--- config.mk ---
export PLATFORM = sky130hd
export DESIGN_NAME = cfg_port_ctrl
export DESIGN_NICKNAME = d
export VERILOG_FILES = /design/src/rtl/cfg_port_pkg.sv /design/src/rtl/cfg_key_fsm.sv /design/src/rtl/cfg_glob_regs.sv /design/src/rtl/cfg_bank_regs.sv /design/src/rtl/cfg_port_ctrl.sv
export SDC_FILE = /design/constraint.sdc
export NUM_CORES = 1
export LEC_CHECK = 0
export CORE_MARGIN = 4
export CORE_UTILIZATION = 50
export CTS_BUF_LIST = sky130_fd_sc_hd__clkbuf_8
export CTS_CLUSTER_SIZE = 14
export DETAILED_ROUTE_END_ITERATION = 16
export GPL_ROUTABILITY_DRIVEN = 0
export GPL_TIMING_DRIVEN = 0
export PLACE_DENSITY_LB_ADDON = 0.15
export SLEW_MARGIN = 20
export SYNTH_ARGS = -nofsm -noshare
export SYNTH_HDL_FRONTEND = slang
export SYNTH_HIERARCHICAL = 1
export SYNTH_SLANG_ARGS = --single-unit
--- constraint.sdc ---
create_clock -name clk -period 2.8 [get_ports clk]
set_clock_uncertainty 0.15 [all_clocks]
set_input_delay 0.28 -clock clk [delete_from_list [all_inputs] [get_ports clk]]
set_output_delay 0.28 -clock clk [all_outputs]
set_load 0.02 [all_outputs]
--- src/rtl/cfg_port_pkg.sv ---
// Shared constants and types for the keyed configuration port controller.
// Assumes 8-bit index and data bytes on the configuration bus.
package cfg_port_pkg;

    typedef enum logic [1:0] {
        KS_LOCKED = 2'd0,
        KS_HALF   = 2'd1,
        KS_OPEN   = 2'd2
    } key_state_t;

    localparam logic [7:0] KEY_ENTER     = 8'h87;
    localparam logic [7:0] KEY_EXIT      = 8'hAA;
    localparam logic [7:0] IDX_SWRST     = 8'h02;
    localparam logic [7:0] IDX_DEVSEL    = 8'h07;
    localparam logic [7:0] IDX_CHIP_HI   = 8'h20;
    localparam logic [7:0] IDX_CHIP_LO   = 8'h21;
    localparam logic [7:0] IDX_VEND_HI   = 8'h23;
    localparam logic [7:0] IDX_VEND_LO   = 8'h24;
    localparam logic [7:0] IDX_BANK_BASE = 8'h30;
    localparam logic [7:0] LOCKED_READ   = 8'hFF;

endpackage

--- src/rtl/cfg_key_fsm.sv ---
// Lock/unlock state machine and index register.
// Every index-port write drives it. While the window is locked or half
// keyed it only watches for the key bytes. While open, it latches the
// byte as the selected index unless the byte is the exit key.
// Assumes idx_wr is a single-cycle qualified index-port write.
module cfg_key_fsm
    import cfg_port_pkg::*;
(
    input  logic       clk,
    input  logic       rst_n,
    input  logic       idx_wr,
    input  logic [7:0] wdata,
    output logic       unlocked,
    output logic [7:0] sel_index
);

    key_state_t state_q;

    // Purpose: advance the key sequence and hold the selected index.
    always_ff @(posedge clk) begin
        if (!rst_n) begin
            state_q   <= KS_LOCKED;
            sel_index <= 8'h00;
        end else if (idx_wr) begin
            case (state_q)
                KS_LOCKED: state_q <= (wdata == KEY_ENTER) ? KS_HALF : KS_LOCKED;
                KS_HALF:   state_q <= (wdata == KEY_ENTER) ? KS_OPEN : KS_LOCKED;
                KS_OPEN: begin
                    if (wdata == KEY_EXIT) state_q <= KS_LOCKED;
                    else                   sel_index <= wdata;
                end
                default:   state_q <= KS_LOCKED;
            endcase
        end
    end

    // Purpose: flag the open window for the decode logic.
    assign unlocked = (state_q == KS_OPEN);

endmodule

--- src/rtl/cfg_glob_regs.sv ---
// Global register set below index 0x30: soft reset, device select and
// the identification bytes. The soft reset bit is a one-cycle pulse.
// Assumes wr_en is already qualified by an open window and data-port address.
module cfg_glob_regs
    import cfg_port_pkg::*;
#(
    parameter logic [15:0] CHIP_ID   = 16'hC0DE,
    parameter logic [15:0] VENDOR_ID = 16'h5A17
) (
    input  logic       clk,
    input  logic       rst_n,
    input  logic       wr_en,
    input  logic [7:0] index,
    input  logic [7:0] wdata,
    output logic [7:0] devsel,
    output logic       swrst,
    output logic [7:0] rd_val
);

    // Purpose: hold the device select number and generate the soft reset pulse.
    always_ff @(posedge clk) begin
        if (!rst_n) begin
            devsel <= 8'h00;
            swrst  <= 1'b0;
        end else begin
            swrst <= 1'b0;
            if (swrst)
                devsel <= 8'h00;
            else if (wr_en && index == IDX_DEVSEL)
                devsel <= wdata;
            if (wr_en && index == IDX_SWRST && wdata[0] && !swrst)
                swrst <= 1'b1;
        end
    end

    // Purpose: read multiplexer for the global indices.
    always_comb begin
        case (index)
            IDX_SWRST:   rd_val = {7'b0, swrst};
            IDX_DEVSEL:  rd_val = devsel;
            IDX_CHIP_HI: rd_val = CHIP_ID[15:8];
            IDX_CHIP_LO: rd_val = CHIP_ID[7:0];
            IDX_VEND_HI: rd_val = VENDOR_ID[15:8];
            IDX_VEND_LO: rd_val = VENDOR_ID[7:0];
            default:     rd_val = 8'h00;
        endcase
    end

endmodule

--- src/rtl/cfg_bank_regs.sv ---
// Per-device register arrays, one generated per device.
// Assumes wr_en is already qualified by a valid device select and an
// in-range offset. clr is the soft reset pulse and takes priority.
module cfg_bank_regs #(
    parameter int NUM_DEV   = 4,
    parameter int BANK_REGS = 8,
    localparam int DEV_W    = (NUM_DEV > 1) ? $clog2(NUM_DEV) : 1,
    localparam int OFF_W    = (BANK_REGS > 1) ? $clog2(BANK_REGS) : 1
) (
    input  logic             clk,
    input  logic             rst_n,
    input  logic             clr,
    input  logic             wr_en,
    input  logic [DEV_W-1:0] dev_sel,
    input  logic [OFF_W-1:0] offset,
    input  logic [7:0]       wdata,
    output logic [7:0]       rd_val
);

    logic [7:0] dev_rd [NUM_DEV];

    for (genvar d = 0; d < NUM_DEV; d++) begin : g_dev
        logic [7:0] regs_q [BANK_REGS];

        // Purpose: storage for one device's registers.
        always_ff @(posedge clk) begin
            if (!rst_n || clr) begin
                for (int r = 0; r < BANK_REGS; r++) regs_q[r] <= 8'h00;
            end else if (wr_en && dev_sel == DEV_W'(d)) begin
                regs_q[offset] <= wdata;
            end
        end

        // Purpose: this device's read value at the current offset.
        assign dev_rd[d] = regs_q[offset];
    end

    // Purpose: pick the selected device's read value.
    assign rd_val = dev_rd[dev_sel];

endmodule

--- src/rtl/cfg_port_ctrl.sv ---
// Keyed configuration port controller top.
// Decodes the strapped index/data port pair, gates data access on the
// key state and registers read data at the edge where bus_rd is sampled.
// Assumes bus_wr and bus_rd are never high in the same cycle and that
// strap_sel is stable while rst_n is low.
module cfg_port_ctrl
    import cfg_port_pkg::*;
#(
    parameter int              ADDR_W    = 16,
    parameter logic [ADDR_W-1:0] BASE_DEF = ADDR_W'(16'h004E),
    parameter logic [ADDR_W-1:0] BASE_ALT = ADDR_W'(16'h002E),
    parameter int              NUM_DEV   = 4,
    parameter int              BANK_REGS = 8,
    parameter logic [15:0]     CHIP_ID   = 16'hC0DE,
    parameter logic [15:0]     VENDOR_ID = 16'h5A17
) (
    input  logic              clk,
    input  logic              rst_n,
    input  logic              strap_sel,
    input  logic              bus_wr,
    input  logic              bus_rd,
    input  logic [ADDR_W-1:0] bus_addr,
    input  logic [7:0]        bus_wdata,
    output logic [7:0]        bus_rdata
);

    localparam int DEV_W = (NUM_DEV > 1) ? $clog2(NUM_DEV) : 1;
    localparam int OFF_W = (BANK_REGS > 1) ? $clog2(BANK_REGS) : 1;

    logic              strap_q;
    logic [ADDR_W-1:0] idx_addr;
    logic [ADDR_W-1:0] data_addr;
    logic              idx_wr;
    logic              data_wr;
    logic              unlocked;
    logic [7:0]        sel_index;
    logic [7:0]        devsel;
    logic              swrst;
    logic [7:0]        glob_rd;
    logic [7:0]        bank_rd;
    logic [7:0]        bank_off;
    logic              bank_range;
    logic              bank_hit;
    logic              dev_ok;
    logic [7:0]        data_rd;

    // Purpose: capture the strap while reset is held.
    always_ff @(posedge clk) begin
        if (!rst_n) strap_q <= strap_sel;
    end

    // Purpose: port address decode and access qualification.
    assign idx_addr   = strap_q ? BASE_DEF : BASE_ALT;
    assign data_addr  = idx_addr + ADDR_W'(1);
    assign idx_wr     = bus_wr && (bus_addr == idx_addr);
    assign data_wr    = bus_wr && (bus_addr == data_addr) && unlocked;
    assign bank_off   = sel_index - IDX_BANK_BASE;
    assign bank_range = (sel_index >= IDX_BANK_BASE) && (bank_off < 8'(BANK_REGS));
    assign dev_ok     = (devsel < 8'(NUM_DEV));
    assign bank_hit   = bank_range && dev_ok;

    cfg_key_fsm u_key (
        .clk       (clk),
        .rst_n     (rst_n),
        .idx_wr    (idx_wr),
        .wdata     (bus_wdata),
        .unlocked  (unlocked),
        .sel_index (sel_index)
    );

    cfg_glob_regs #(
        .CHIP_ID   (CHIP_ID),
        .VENDOR_ID (VENDOR_ID)
    ) u_glob (
        .clk    (clk),
        .rst_n  (rst_n),
        .wr_en  (data_wr && (sel_index < IDX_BANK_BASE)),
        .index  (sel_index),
        .wdata  (bus_wdata),
        .devsel (devsel),
        .swrst  (swrst),
        .rd_val (glob_rd)
    );

    cfg_bank_regs #(
        .NUM_DEV   (NUM_DEV),
        .BANK_REGS (BANK_REGS)
    ) u_bank (
        .clk     (clk),
        .rst_n   (rst_n),
        .clr     (swrst),
        .wr_en   (data_wr && bank_hit),
        .dev_sel (devsel[DEV_W-1:0]),
        .offset  (bank_off[OFF_W-1:0]),
        .wdata   (bus_wdata),
        .rd_val  (bank_rd)
    );

    // Purpose: choose the data-port read value for the selected index.
    always_comb begin
        if (sel_index < IDX_BANK_BASE) data_rd = glob_rd;
        else if (bank_hit)             data_rd = bank_rd;
        else                           data_rd = 8'h00;
    end

    // Purpose: register read data for accesses to either port.
    always_ff @(posedge clk) begin
        if (!rst_n) begin
            bus_rdata <= LOCKED_READ;
        end else if (bus_rd) begin
            if (bus_addr == idx_addr)
                bus_rdata <= unlocked ? sel_index : LOCKED_READ;
            else if (bus_addr == data_addr)
                bus_rdata <= unlocked ? data_rd : LOCKED_READ;
        end
    end

endmodule

* Word-level counts from Yosys, hierarchy flattened
Memory sizes are Yosys's and may differ from the RTL's.
Cells that the tools add are included.
** Storage, ports and cells
- Input bits :: 29
- Flip-flop bits (word level) :: 28
- Memories kept :: 4
- Memory bits (writable) :: 256
** Memory list
- u_bank.g_dev[0].regs_q :: depth 8, width 8, read ports 1, clocked after Yosys merged registers in 0, write ports 8, line cfg_bank_regs.sv:23 : logic [7:0] regs_q [BANK_REGS];
- u_bank.g_dev[1].regs_q :: depth 8, width 8, read ports 1, clocked after Yosys merged registers in 0, write ports 8, line cfg_bank_regs.sv:23
- u_bank.g_dev[2].regs_q :: depth 8, width 8, read ports 1, clocked after Yosys merged registers in 0, write ports 8, line cfg_bank_regs.sv:23
- u_bank.g_dev[3].regs_q :: depth 8, width 8, read ports 1, clocked after Yosys merged registers in 0, write ports 8, line cfg_bank_regs.sv:23
** Cells by class
- $add $sub $neg :: 2
- $lt $le $gt $ge :: 5
- Reduce and logical (&&, ||, !) cells :: 29
- Muxes and demuxes :: 42
- Equality and inequality tests :: 16
- Bitwise logic cells :: 3
** Operators by type and width (count)
- two-way mux 8 bit :: 12
- case mux 8 bit (6 select lines) :: 1
- == test 8 x 6 -> 1 bit (second input constant) :: 4
- OR reduction 8 bit :: 4
- two-way mux 1 bit :: 20
- binary-select mux 8 bit (select 2 bit) :: 1
- == test 16 x 7 -> 1 bit :: 1
- == test 16 x 8 -> 1 bit :: 1
- == test 8 bit (second input constant) :: 2
- logical AND 1 bit :: 15
- two-way mux 3 bit :: 4
- adder 7 x 1 -> 8 bit (second input constant) :: 1
- == test 8 x 2 -> 1 bit (second input constant) :: 1
- == test 8 x 3 -> 1 bit (second input constant) :: 1
- greater-or-equal comparator 8 x 6 -> 1 bit (second input constant) :: 1
- < comparator 8 x 3 -> 1 bit (second input constant) :: 1
- < comparator 8 x 4 -> 1 bit (second input constant) :: 1
- < comparator 8 x 6 -> 1 bit (second input constant) :: 1
- subtractor 8 x 6 -> 8 bit (second input constant) :: 1
- two-way mux 7 bit :: 1
- == test 2 bit (second input constant) :: 3
- case mux 2 bit (3 select lines) :: 1
- == test 2 x 1 -> 1 bit (second input constant) :: 2
- logical NOT 2 bit :: 2
- 11 further kinds :: 15

* Longest topological paths before layout
Gate-level depths: netlist of the first run.
- Word-level depth :: 12
- Mapped depth :: 12

* Hierarchy
Netlist of the first run, hierarchy kept.
** By module, submodules not included
- cfg_bank_regs :: times used 1, sequential area each 7687.4 µm², cells an instance 943, area each 12121.6 µm²
- cfg_port_ctrl :: times used 1, sequential area each 190.2 µm², cells an instance 78, area each 630.6 µm²
- cfg_glob_regs :: times used 1, sequential area each 180.2 µm², cells an instance 67, area each 611.8 µm²
- cfg_key_fsm :: times used 1, sequential area each 200.2 µm², cells an instance 51, area each 484.2 µm²

* Least setup slack after synthesis of the first run
No wires, ideal clock.
- Path type :: flip-flop to flip-flop
- Start :: reg u_key.sel_index[5]
- End :: mem u_bank.g_dev[3].regs_q[4][0] (enable)
- Path buffers :: 2
- Data required time :: 2.266 ns
- Arrival time :: 2.358 ns
- Stages on the path, launching flop included :: 8
- Setup time :: 0.384 ns
- Setup slack :: -0.092 ns
- Path through :: dfxtp_1 nor4bb_1 buf_2 nand3_1 nor3_1 nand4_1 clkbuf_1 o21ai_0
** RTL lines
- start, declared :: line cfg_key_fsm.sv:14 : output logic [7:0] sel_index
- start signal, assigned :: line cfg_key_fsm.sv:30 : else sel_index <= wdata;
- end, declared :: line cfg_bank_regs.sv:23

* Final worst setup path of the first run
- Start :: reg u_key.sel_index[0]
- End :: reg bus_rdata[5]
** Between the ends
- Cells in the longest elaborated chain, start to end :: 10
- Elaborated cells on any way between the ends :: 25
** Ends and longest elaborated chain
- subtractor 8 x 6 -> 8 bit (*) :: line cfg_port_ctrl.sv:57 : assign bank_off = sel_index - IDX_BANK_BASE;
- memory (8 x 8 bit)
- binary-select mux 8 bit (select 2 bit) (*) :: line cfg_bank_regs.sv:39 : assign rd_val = dev_rd[dev_sel];
- two-way mux 8 bit (implied by the code) (*) (2 in a row) :: line cfg_bank_regs.sv:39
- via bank_rd[5] :: line cfg_port_ctrl.sv:40 : logic [7:0] bank_rd;
- two-way mux 8 bit (*) :: line cfg_port_ctrl.sv:102 : else if (bank_hit) data_rd = bank_rd;
- two-way mux 8 bit (*) :: line cfg_port_ctrl.sv:101 : if (sel_index < IDX_BANK_BASE) data_rd = glob_rd;
- two-way mux 8 bit (*) :: line cfg_port_ctrl.sv:114 : bus_rdata <= unlocked ? data_rd : LOCKED_READ;
- two-way mux 8 bit (*) :: line cfg_port_ctrl.sv:113 : else if (bus_addr == data_addr)
- two-way mux 8 bit (*) :: line cfg_port_ctrl.sv:111 : if (bus_addr == idx_addr)
- end signal, assigned :: line cfg_port_ctrl.sv:112 : bus_rdata <= unlocked ? sel_index : LOCKED_READ;
- end signal, assigned :: line cfg_port_ctrl.sv:114
- end, declared :: line cfg_port_ctrl.sv:24 : output logic [7:0] bus_rdata
The timed path passes the listed nets; every way through them passes the cells marked *. The select of a mux whose other input is x is not followed.
A chain may end at the register's enable or synchronous reset.

==> impl_metrics.env, run 1 <==
export IMPL_vias=10900
export IMPL_utilization_pct=62.7
export IMPL_worstHoldPathType="in -> reg"
export IMPL_tns_ns=-0.00747
export IMPL_regArea_um2=8270
export IMPL_pre_cts_slack_ns=-1.84
export IMPL_die_width_um=174
export IMPL_synth_area_leaders="edfxtp_1 56%, and2_1 12%, dfxtp_1 3.9%, mux2i_1 2.3%, a221oi_1 2.0%"
export IMPL_multiInputGateArea_um2=5830
export IMPL_grt_max_degree=14
export IMPL_slew_violations=0
export IMPL_ys_flop_type="edfxtp_1"
export IMPL_fin_hold_ws_ns=0.117
export IMPL_cts_tree="built"
export IMPL_synth_top_area_cell="edfxtp_1"
export IMPL_rsz0062_at_grt="true"
export IMPL_layout_common_cells="257 x edfxtp_1, 257 x and2_1, 64 x nand2_1"
export IMPL_drive_above_1_share_pct=23.6
export IMPL_fin_crit_sh_pct=100
export IMPL_grt_pass1_wl_um=69300
export IMPL_period_minus_slack_ns=2.81
export IMPL_drv_cap=0
export IMPL_clk_pin_slew_ns=0.06
export IMPL_finalHoldViolCount=0
export IMPL_worst_slew_margin_rel_pct=29.0
export IMPL_path_class="reg -> reg"
export IMPL_synth_seq_cells=284
export IMPL_cts_buffers=48
export IMPL_start_kind="flip-flop"
export IMPL_insertion_delay_ns=0.59
export IMPL_powerDensity_nw_per_um2=510
export IMPL_initial_core_util_pct=51.1
export IMPL_max_freq_ghz=0.356
export IMPL_die_area_um2=30400
export IMPL_worst_slack_ns=-0.00673
export IMPL_violations="setup timing"
export IMPL_antenna_left=0
export IMPL_syn_avg_cell_area_um2=12.2
export IMPL_antenna_found_initial=1
export IMPL_synth_edff_count=257
export IMPL_worst_slew_pin_slew_ns=1.07
export IMPL_wl_per_cell_um=28.4
export IMPL_clock_tree_htree_level_count=2
export IMPL_drtIter0Drc=1616
export IMPL_hp_start="bus_addr[0]"
export IMPL_timing_rr_start="u_key/sel_index[0]"
export IMPL_grt_use_total_pct=30.8
export IMPL_ios=37
export IMPL_hold_buffers=0
export IMPL_critPathRequiredTime_ns=3.10
export IMPL_path_max_fanout=10
export IMPL_die_h_um=174
export IMPL_antenna_cells=0
export IMPL_crit_start="u_key/sel_index[0]"
export IMPL_fin_nets=1302
export IMPL_yosys_area_top_type_share_pct=55.7
export IMPL_wirelength_um=47700
export IMPL_ys_types=79
export IMPL_cts_path_max_buffers=3
export IMPL_async_flop_share_pct=0
export IMPL_root_buffer="clkbuf_8"
export IMPL_cp_arrival_ns=3.11
export IMPL_yosys_warnings=6
export IMPL_synth_seq_area_share_pct=59.6
export IMPL_fp_coreArea_um2=27100
export IMPL_peakVddDrop_mv=0.404
export IMPL_grt_pass1_vias=10400
export IMPL_synth_area_um2=13800
export IMPL_clkSinkCount=284
export IMPL_syn_num_nets=1168
export IMPL_dp_hpwl_um=32100
export IMPL_drc=0
export IMPL_status="finished, violations left"
export IMPL_vias_per_cell=6.47
export IMPL_overflow=0
export IMPL_drtPass1Iterations=8
export IMPL_setup_viol=2
export IMPL_synth_cells=1139
export IMPL_io_buffers=35
export IMPL_synthToLayoutAreaGrowth_pct=22.7
export IMPL_p_leak_uw=0.00579
export IMPL_final_fill_count=2097
export IMPL_row_count=60
export IMPL_crit_path_end_kind="flip-flop"
## registers in the layout (all words and copies together), names as in the netlist
signal / cells
bus_rdata: 8
strap_q: 1
u_bank/g_dev.regs_q: 256
u_glob/devsel: 8
u_glob/swrst: 1
u_key/sel_index: 8
u_key/state_q: 2
## per-stage QoR
| stage | total power (uW) | instance area (um^2) | instances |
|---|---|---|---|
| after floorplan | 5100 | 13800 | 1139 |
| after global placement | 5330 | 14700 | 1546 |
| after detailed placement | 5340 | 14700 | 1546 |
| after CTS | 8670 | 16600 | 1665 |
| after global routing | 8950 | 17000 | 1683 |
| final | 8660 | 17000 | 1683 |
## cells in the mapped netlist, types with 12 or more instances
library cell and number:
nand2b_1 14, a22o_1 13, a31oi_1 12, nand2_1 67
clkbuf_1 48, nor2_1 46, edfxtp_1 257, dfxtp_1 27
o21ai_0 36, o22ai_1 12, buf_2 25, mux2i_1 32
and2_1 258, nor3_1 19, a22oi_1 17, nor2b_1 14
a21oi_1 34, a221oi_1 31
## metal layers
layer	vias up	part of all wire (%)	global-route usage, %
met2	806	45	46.7
li1	4557	-	-
met1	5341	38	42.3
met3	178	12	7.55
met4	2	5.2	14.2
met5	-	0.027	0
## path summary, 6_finish.rpt
kind | to | slack [ns] | cells past startpoint
hold / removal | bus_rdata[1] | 0.12 | 4
hold reg to reg | bus_rdata[5] | 0.33 | 1
setup reg to reg | bus_rdata[5] | -0.007 | 11
setup / recovery | bus_rdata[5] | -0.007 | 11
## power breakdown
group | switching [uW] | leakage (uW) | internal, uW
clock network | 1710 | 0.000471 | 1600
logic | 321 | 0.00265 | 163
registers | 71.2 | 0.00267 | 4800
total | 2100 | 0.00579 | 6560
## layout make-up
type / instances / share of cell area [%]
Inverter: 7 / 0.177
Multi-Input combinational cell: 761 / 34.3
Tap cell: 372 / 2.74
Clock buffer: 48 / 3.89
Timing Repair Buffer: 84 / 5.28
Sequential cell: 284 / 48.7
Clock inverter: 40 / 1.01
Buffer: 87 / 3.90
## critical path, stage by stage (launching register included)
cell	delay (ns)
dfxtp_4	0.36
buf_6	0.15
nor2b_1	0.13
buf_4	0.20
buf_6	0.17
a22oi_1	0.28
o22ai_1	0.13
o21ai_0	0.44
o2111ai_2	0.22
nand4_1	0.16
a31oi_1	0.12
o22a_1	0.18
## kinds of logic after synthesis
| kind of cell | Yosys count | synth area share [%] |
|---|---|---|
| flip-flops | 284 | 59.6 |
| AND/OR/NAND/NOR | 480 | 20.3 |
| AO/OA/AOI/OAI | 233 | 12.6 |
| buffers and inverters | 94 | 3.34 |
| multiplexers | 48 | 4.10 |
## timing repair
action	CTS	global route
buffers inserted	31	18
pin swaps	28	19
resized for setup	191	51
setup endpoints to repair	520	411
Note: power is estimated with default switching activity, not from simulation.
==> inputs of run 2 (changes only) <==
--- a/config.mk
+++ b/config.mk
@@ -16,5 +16,4 @@
 export SLEW_MARGIN = 20
 export SYNTH_ARGS = -nofsm -noshare
 export SYNTH_HDL_FRONTEND = slang
-export SYNTH_HIERARCHICAL = 1
 export SYNTH_SLANG_ARGS = --single-unit
==> impl_metrics.env, run 2 <==
export IMPL_max_freq_ghz=0.358
export IMPL_finalHoldViolCount=0
export IMPL_fin_nets=1152
export IMPL_p_int_uw=6800
export IMPL_synth_seq_area_share_pct=60.3
export IMPL_clk_pin_slew_ns=0.06
export IMPL_yosys_area_top_type_share_pct=56.4
export IMPL_switching_share_pct=22.8
export IMPL_synth_cells=1017
export IMPL_die_h_um=173
export IMPL_overflow=0
export IMPL_slowest_stage="nor2b_1"
export IMPL_largest_register_ffs=256
export IMPL_fin_hold_ws_ns=0.152
export IMPL_worst_slew_pin_slew_ns=1.08
export IMPL_p_clk_share_pct=39.9
export IMPL_clkSinkCount=284
export IMPL_drv_cap=0
export IMPL_final_common_cell="and2_1"
export IMPL_antenna_cells=0
export IMPL_cp_top_family="simple AND/OR/NAND/NOR gates"
export IMPL_p_comb_share_pct=5.0
export IMPL_worstHoldPathType="in -> reg"
export IMPL_ys_flop_type="edfxtp_1"
export IMPL_start_kind="flip-flop"
export IMPL_top_register="u_bank.g_dev.regs_q"
export IMPL_crit_buf_inv=1
export IMPL_grt_use_total_pct=28.4
export IMPL_powerDensity_nw_per_um2=544
export IMPL_root_buffer="clkbuf_8"
export IMPL_drtPass1Iterations=6
export IMPL_worst_slew_margin_rel_pct=28.2
export IMPL_dp_hpwl_um=28200
export IMPL_vias=9306
export IMPL_status="complete, no violations"
export IMPL_yosysMostFrequentCell="and2_1"
export IMPL_power_frac_seq_pct=55.1
export IMPL_antenna_left=0
export IMPL_critPathMaxStageDelay_ns=0.68
export IMPL_syn_avg_cell_area_um2=13.5
export IMPL_insertion_delay_ns=0.57
export IMPL_fp_coreArea_um2=27000
export IMPL_clock_tree_htree_level_count=2
export IMPL_wl_met1_um=17100
export IMPL_crit_path_end="bus_rdata[0]"
export IMPL_path_cells="clkbuf_1, nor2b_1, o21ai_0, nor3_2, a21oi_1, a21oi_1, o21ai_0"
export IMPL_drc=0
export IMPL_met2_length_um=19000
export IMPL_period_minus_slack_ns=2.79
export IMPL_initial_core_util_pct=50.8
export IMPL_async_flop_share_pct=0
export IMPL_synth_seq_cells=284
export IMPL_synth_area_um2=13700
export IMPL_switchingPower_uw=2000
export IMPL_critPathRequiredTime_ns=3.08
export IMPL_grt_pass1_vias=9263
export IMPL_die_area_um2=30100
export IMPL_cts_path_max_buffers=3
export IMPL_grt_max_degree=12
export IMPL_wl_met3_um=4680
export IMPL_timing_rr_start="u_glob.devsel[0]"
export IMPL_layout_common_cells="260 x and2_1, 257 x edfxtp_1, 51 x clkbuf_8"
export IMPL_antenna_found_initial=2
export IMPL_synth_top_area_cell="edfxtp_1"
export IMPL_cts_buffers=48
export IMPL_syn_num_nets=1046
export IMPL_cts_tree="built"
export IMPL_wirelength_um=42700
export IMPL_cp_arrival_ns=3.08
export IMPL_setup_viol=0
export IMPL_io_buffers=33
export IMPL_hold_buffers=0
export IMPL_synth_edff_count=257
export IMPL_grt_pass1_wl_um=63000
export IMPL_path_class="reg -> reg"
export IMPL_synth_commonest_cells="260 x and2_1, 257 x edfxtp_1, 53 x mux2i_1"
export IMPL_worst_r2r_cell_count=7
export IMPL_row_count=60
export IMPL_synthToLayoutAreaGrowth_pct=18.1
export IMPL_cp_depth=7
export IMPL_vias_per_cell=6.21
export IMPL_crit_start="u_glob.devsel[0]"
export IMPL_p_leak_uw=0.00576
export IMPL_peakVddDrop_mv=0.263
export IMPL_r2r_end="bus_rdata[0]"
export IMPL_stdcell_count=1498
export IMPL_ys_types=64
export IMPL_highest_layer="met4"
export IMPL_fin_crit_sh_pct=99.8
export IMPL_crit_path_end_kind="flip-flop"
export IMPL_die_width_um=173
export IMPL_placed_cells=1391
export IMPL_reg2reg_setup_slack_ns=0.007
export IMPL_slew_violations=0
export IMPL_drtIter0Drc=1191
export IMPL_drive_above_1_share_pct=23.2
export IMPL_rsz0062_at_grt="true"
export IMPL_yosys_warnings=0
export IMPL_wl_per_cell_um=28.5
export IMPL_ios=37
export IMPL_synth_area_leaders="edfxtp_1 56%, and2_1 12%, mux4_2 8.2%, dfxtp_1 3.9%, mux2i_1 3.9%"
export IMPL_path_max_fanout=10
==> run 2: changes by cell type after synthesis, sizes merged, moves of 15 or more <==
| cell | delta |
|---|---|
| nand2 | -37 |
| o21ai | -15 |
| mux4 | +44 |
| nand2b | +15 |
| a221oi | -31 |
| mux2i | +21 |
==> run 2: cells by family (layout without fill, tap and decap cells) <==
kind of cell           Yosys count  after routing  share of synthesized area, %
AND/OR/NAND/NOR                455            455                          20.3
flip-flops                     284            284                          60.3
buffers and inverters           81            221                          2.65
multiplexers                   105            105                          12.3
AO/OA/AOI/OAI                   92             92                          4.42
==> run 2: timing repair <==
| action | in CTS | in global routing |
|---|---|---|
| setup endpoints to repair | 522 | 400 |
| resized for setup | 129 | 39 |
| pin swaps | 19 | 8 |
| setup buffers | 22 | 5 |
==> run 2: worst min path at each step <==
stage | start | slack (ns) | endpoint | depth (start not counted)
finish | strap_sel | 0.15 | strap_q | 1
global route | strap_sel | 0.12 | strap_q | 1
CTS | bus_wdata[5] | 0.11 | u_glob.devsel[5] | 3
detailed placement | bus_rdata[0] | 0.32 | bus_rdata[0] | 2
global placement | bus_rdata[4] | 0.30 | bus_rdata[4] | 2
floorplan | strap_sel | 0.23 | strap_q | 0
==> run 2: power groups by stage <==
stage / sequential (uW) / clock [uW] / combinational [uW]
final: 4850 / 3510 / 439
after global routing: 4860 / 3760 / 458
after CTS: 4850 / 3530 / 422
after detailed placement: 4940 / 0 / 386
after global placement: 4930 / 0 / 384
after floorplan: 4910 / 0 / 192
==> run 2: area by class of cell <==
| class | instances | area [um^2] |
|---|---|---|
| buffer | 70 | 425 |
| clock buffer | 51 | 702 |
| clock inverter | 33 | 185 |
| fill | 2081 | 10800 |
| inverter | 7 | 26.3 |
| multi-input combinational | 652 | 5570 |
| sequential | 284 | 8260 |
| tap | 341 | 427 |
| timing repair buffer | 60 | 571 |
==> run 2: per-layer routing <==
metal | up-vias | GRT usage [%]
li1 | 3958 | -
met1 | 4562 | 40.6
met2 | 644 | 42.3
met3 | 142 | 6.35
met4 | 0 | 12.3
met5 | - | 0
==> run 2: through the flow <==
step | area (um^2) | setup WS (ns) | utilization [%] | setup TNS [ns] | power (uW)
after floorplan | 13700 | 0.00805 | - | 0 | 5110
after global routing | 16200 | -0.0459 | 60.0 | -0.321 | 9080
after global placement | 14400 | -1.73 | 53.6 | -446.99 | 5320
final | 16200 | 0.00673 | 60.0 | 0 | 8800
after CTS | 16000 | -0.0491 | 59.4 | -0.0581 | 8810
after detailed placement | 14400 | -1.35 | 53.6 | -429.05 | 5330
==> inputs of run 3 (changes only) <==
==> constraint.sdc (replaced) <==
create_clock -name clk -period 2.25 [get_ports clk]
set_clock_uncertainty 0.15 [all_clocks]
set_input_delay 0.225 -clock clk [delete_from_list [all_inputs] [get_ports clk]]
set_output_delay 0.225 -clock clk [all_outputs]
set_load 0.02 [all_outputs]
==> impl_metrics.env, run 3 (synthesis gave the netlist of run 2 again) <==
export IMPL_status="finished, violations left"
export IMPL_violations="setup timing"
export IMPL_slew_violations=0
export IMPL_initial_core_util_pct=50.8
export IMPL_wl_per_cell_um=28.8
export IMPL_die_area_um2=30100
export IMPL_wirelength_um=45300
export IMPL_start_kind="flip-flop"
export IMPL_row_count=60
export IMPL_path_max_fanout=8
export IMPL_hold_buffers=0
export IMPL_antenna_cells=0
export IMPL_p_leak_uw=0.00648
export IMPL_place_area_um2=14700
export IMPL_worstHoldPathType="in -> reg"
export IMPL_max_freq_ghz=0.399
export IMPL_drv_cap=0
export IMPL_die_h_um=173
export IMPL_clk_pin_slew_ns=0.06
export IMPL_clock_tree_htree_level_count=2
export IMPL_overflow=0
export IMPL_fin_crit_sh_pct=111
export IMPL_grt_use_total_pct=29.5
export IMPL_grt_pass1_vias=9665
export IMPL_worst_slack_ns=-0.256
export IMPL_grt_pass1_wl_um=65300
export IMPL_pre_cts_slack_ns=-1.64
export IMPL_antenna_found_initial=1
export IMPL_cp_arrival_ns=2.63
export IMPL_final_area_um2=18000
export IMPL_path_class="reg -> reg"
export IMPL_synthToLayoutAreaGrowth_pct=31.8
export IMPL_tns_ns=-49.75
export IMPL_peakVddDrop_mv=0.331
export IMPL_top_register="u_bank.g_dev.regs_q"
export IMPL_die_width_um=173
export IMPL_cts_path_max_buffers=3
export IMPL_rsz0062_at_grt="true"
export IMPL_insertion_delay_ns=0.58
export IMPL_vias_per_cell=6.24
export IMPL_cts_tree="built"
export IMPL_final_common_cell="edfxtp_1"
export IMPL_drtPass1Iterations=6
export IMPL_drc=0
export IMPL_powerDensity_nw_per_um2=601
export IMPL_grt_max_degree=13
export IMPL_drtIter0Drc=1560
export IMPL_utilization_pct=66.9
export IMPL_root_buffer="clkbuf_8"
export IMPL_critPathRequiredTime_ns=2.37
export IMPL_ios=37
export IMPL_io_buffers=33
export IMPL_finalHoldViolCount=0
export IMPL_antenna_left=0
export IMPL_fin_nets=1231
export IMPL_clkSinkCount=284
export IMPL_cts_buffers=49
export IMPL_vias=9824
export IMPL_final_fill_count=1860
export IMPL_dp_hpwl_um=28200
export IMPL_crit_path_end_kind="flip-flop"
export IMPL_layout_common_cells="257 x edfxtp_1, 223 x and2_1, 52 x clkbuf_8"
export IMPL_fp_coreArea_um2=27000
export IMPL_worst_slew_pin_slew_ns=0.895
export IMPL_period_minus_slack_ns=2.51
export IMPL_worst_slew_margin_rel_pct=40.3
export IMPL_largest_register_ffs=256
export IMPL_drive_above_1_share_pct=35.4
export IMPL_setup_viol=438
==> run 3: cell count changes in the layout (fill, tap and decap cells not counted), sizes merged <==
| cell | previous run | this run |
|---|---|---|
| inv | 25 | 27 |
| buf | 53 | 131 |
| dlymetal6s2s | 0 | 3 |
| clkbuf | 95 | 96 |
| clkdlybuf4s50 | 33 | 30 |
| clkinvlp | 1 | 2 |
| clkinv | 12 | 9 |
| bufinv | 2 | 0 |
==> run 3: per-layer routing <==
metal	routed length (um)	GRT usage, %
met1	18000	42.0
met2	20000	44.0
met3	4710	6.19
met4	2550	13.5
met5	0	0
==> run 3: worst paths after layout <==
kind,start,end,slack (ns),cells after the start
setup / recovery,u_glob.devsel[3],u_bank.g_dev[3].regs_q[0][7],-0.26,9
hold / removal,bus_addr[10],u_glob.swrst,0.07,5
setup reg to reg,u_glob.devsel[3],u_bank.g_dev[3].regs_q[0][7],-0.26,9
hold reg to reg,bus_rdata[0],bus_rdata[0],0.31,2
==> run 3: final cells by class <==
cell class / instances / area (um^2) / share of cell area [%]
Clock buffer: 52 / 716 / 3.97
Inverter: 7 / 26.3 / 0.146
Sequential cell: 284 / 8270 / 45.8
Tap cell: 341 / 427 / 2.36
Clock inverter: 31 / 126 / 0.700
Multi-Input combinational cell: 652 / 6200 / 34.4
Timing Repair Buffer: 141 / 1680 / 9.33
Buffer: 67 / 594 / 3.29
==> run 3: critical path: stages (launching register included) <==
cell and delay, ns:
dfxtp_2 0.35, nor4_4 0.28, nand3_2 0.18, nor4_4 0.17, buf_6 0.17, buf_12 0.11
nand2_8 0.09, buf_12 0.19, nor3_4 0.22, nand2b_4 0.26
==> run 3: timing repair <==
action | 4_1_cts | 5_1_grt
endpoints found under the setup margin | 539 | 522
gates cloned | 2 | 2
resized for setup | 258 | 111
buffers inserted | 77 | 45
pin swaps | 61 | 54
==> run 3: report_power, final <==
part           internal [uW]  switching (uW)  leakage (uW)
combinational            233             393       0.00332
sequential              5970            74.7       0.00266
clock                   2110            2060      0.000503
total                   8310            2530       0.00648
==> run 3: metrics by stage <==
step	power, uW	hold slack, ns	cells
after floorplan	6380	0.174	1017
after detailed placement	6650	0.319	1391
after global placement	6650	0.297	1391
after global routing	11200	0.0790	1575
after CTS	10800	0.0501	1547
final	10800	0.0652	1575
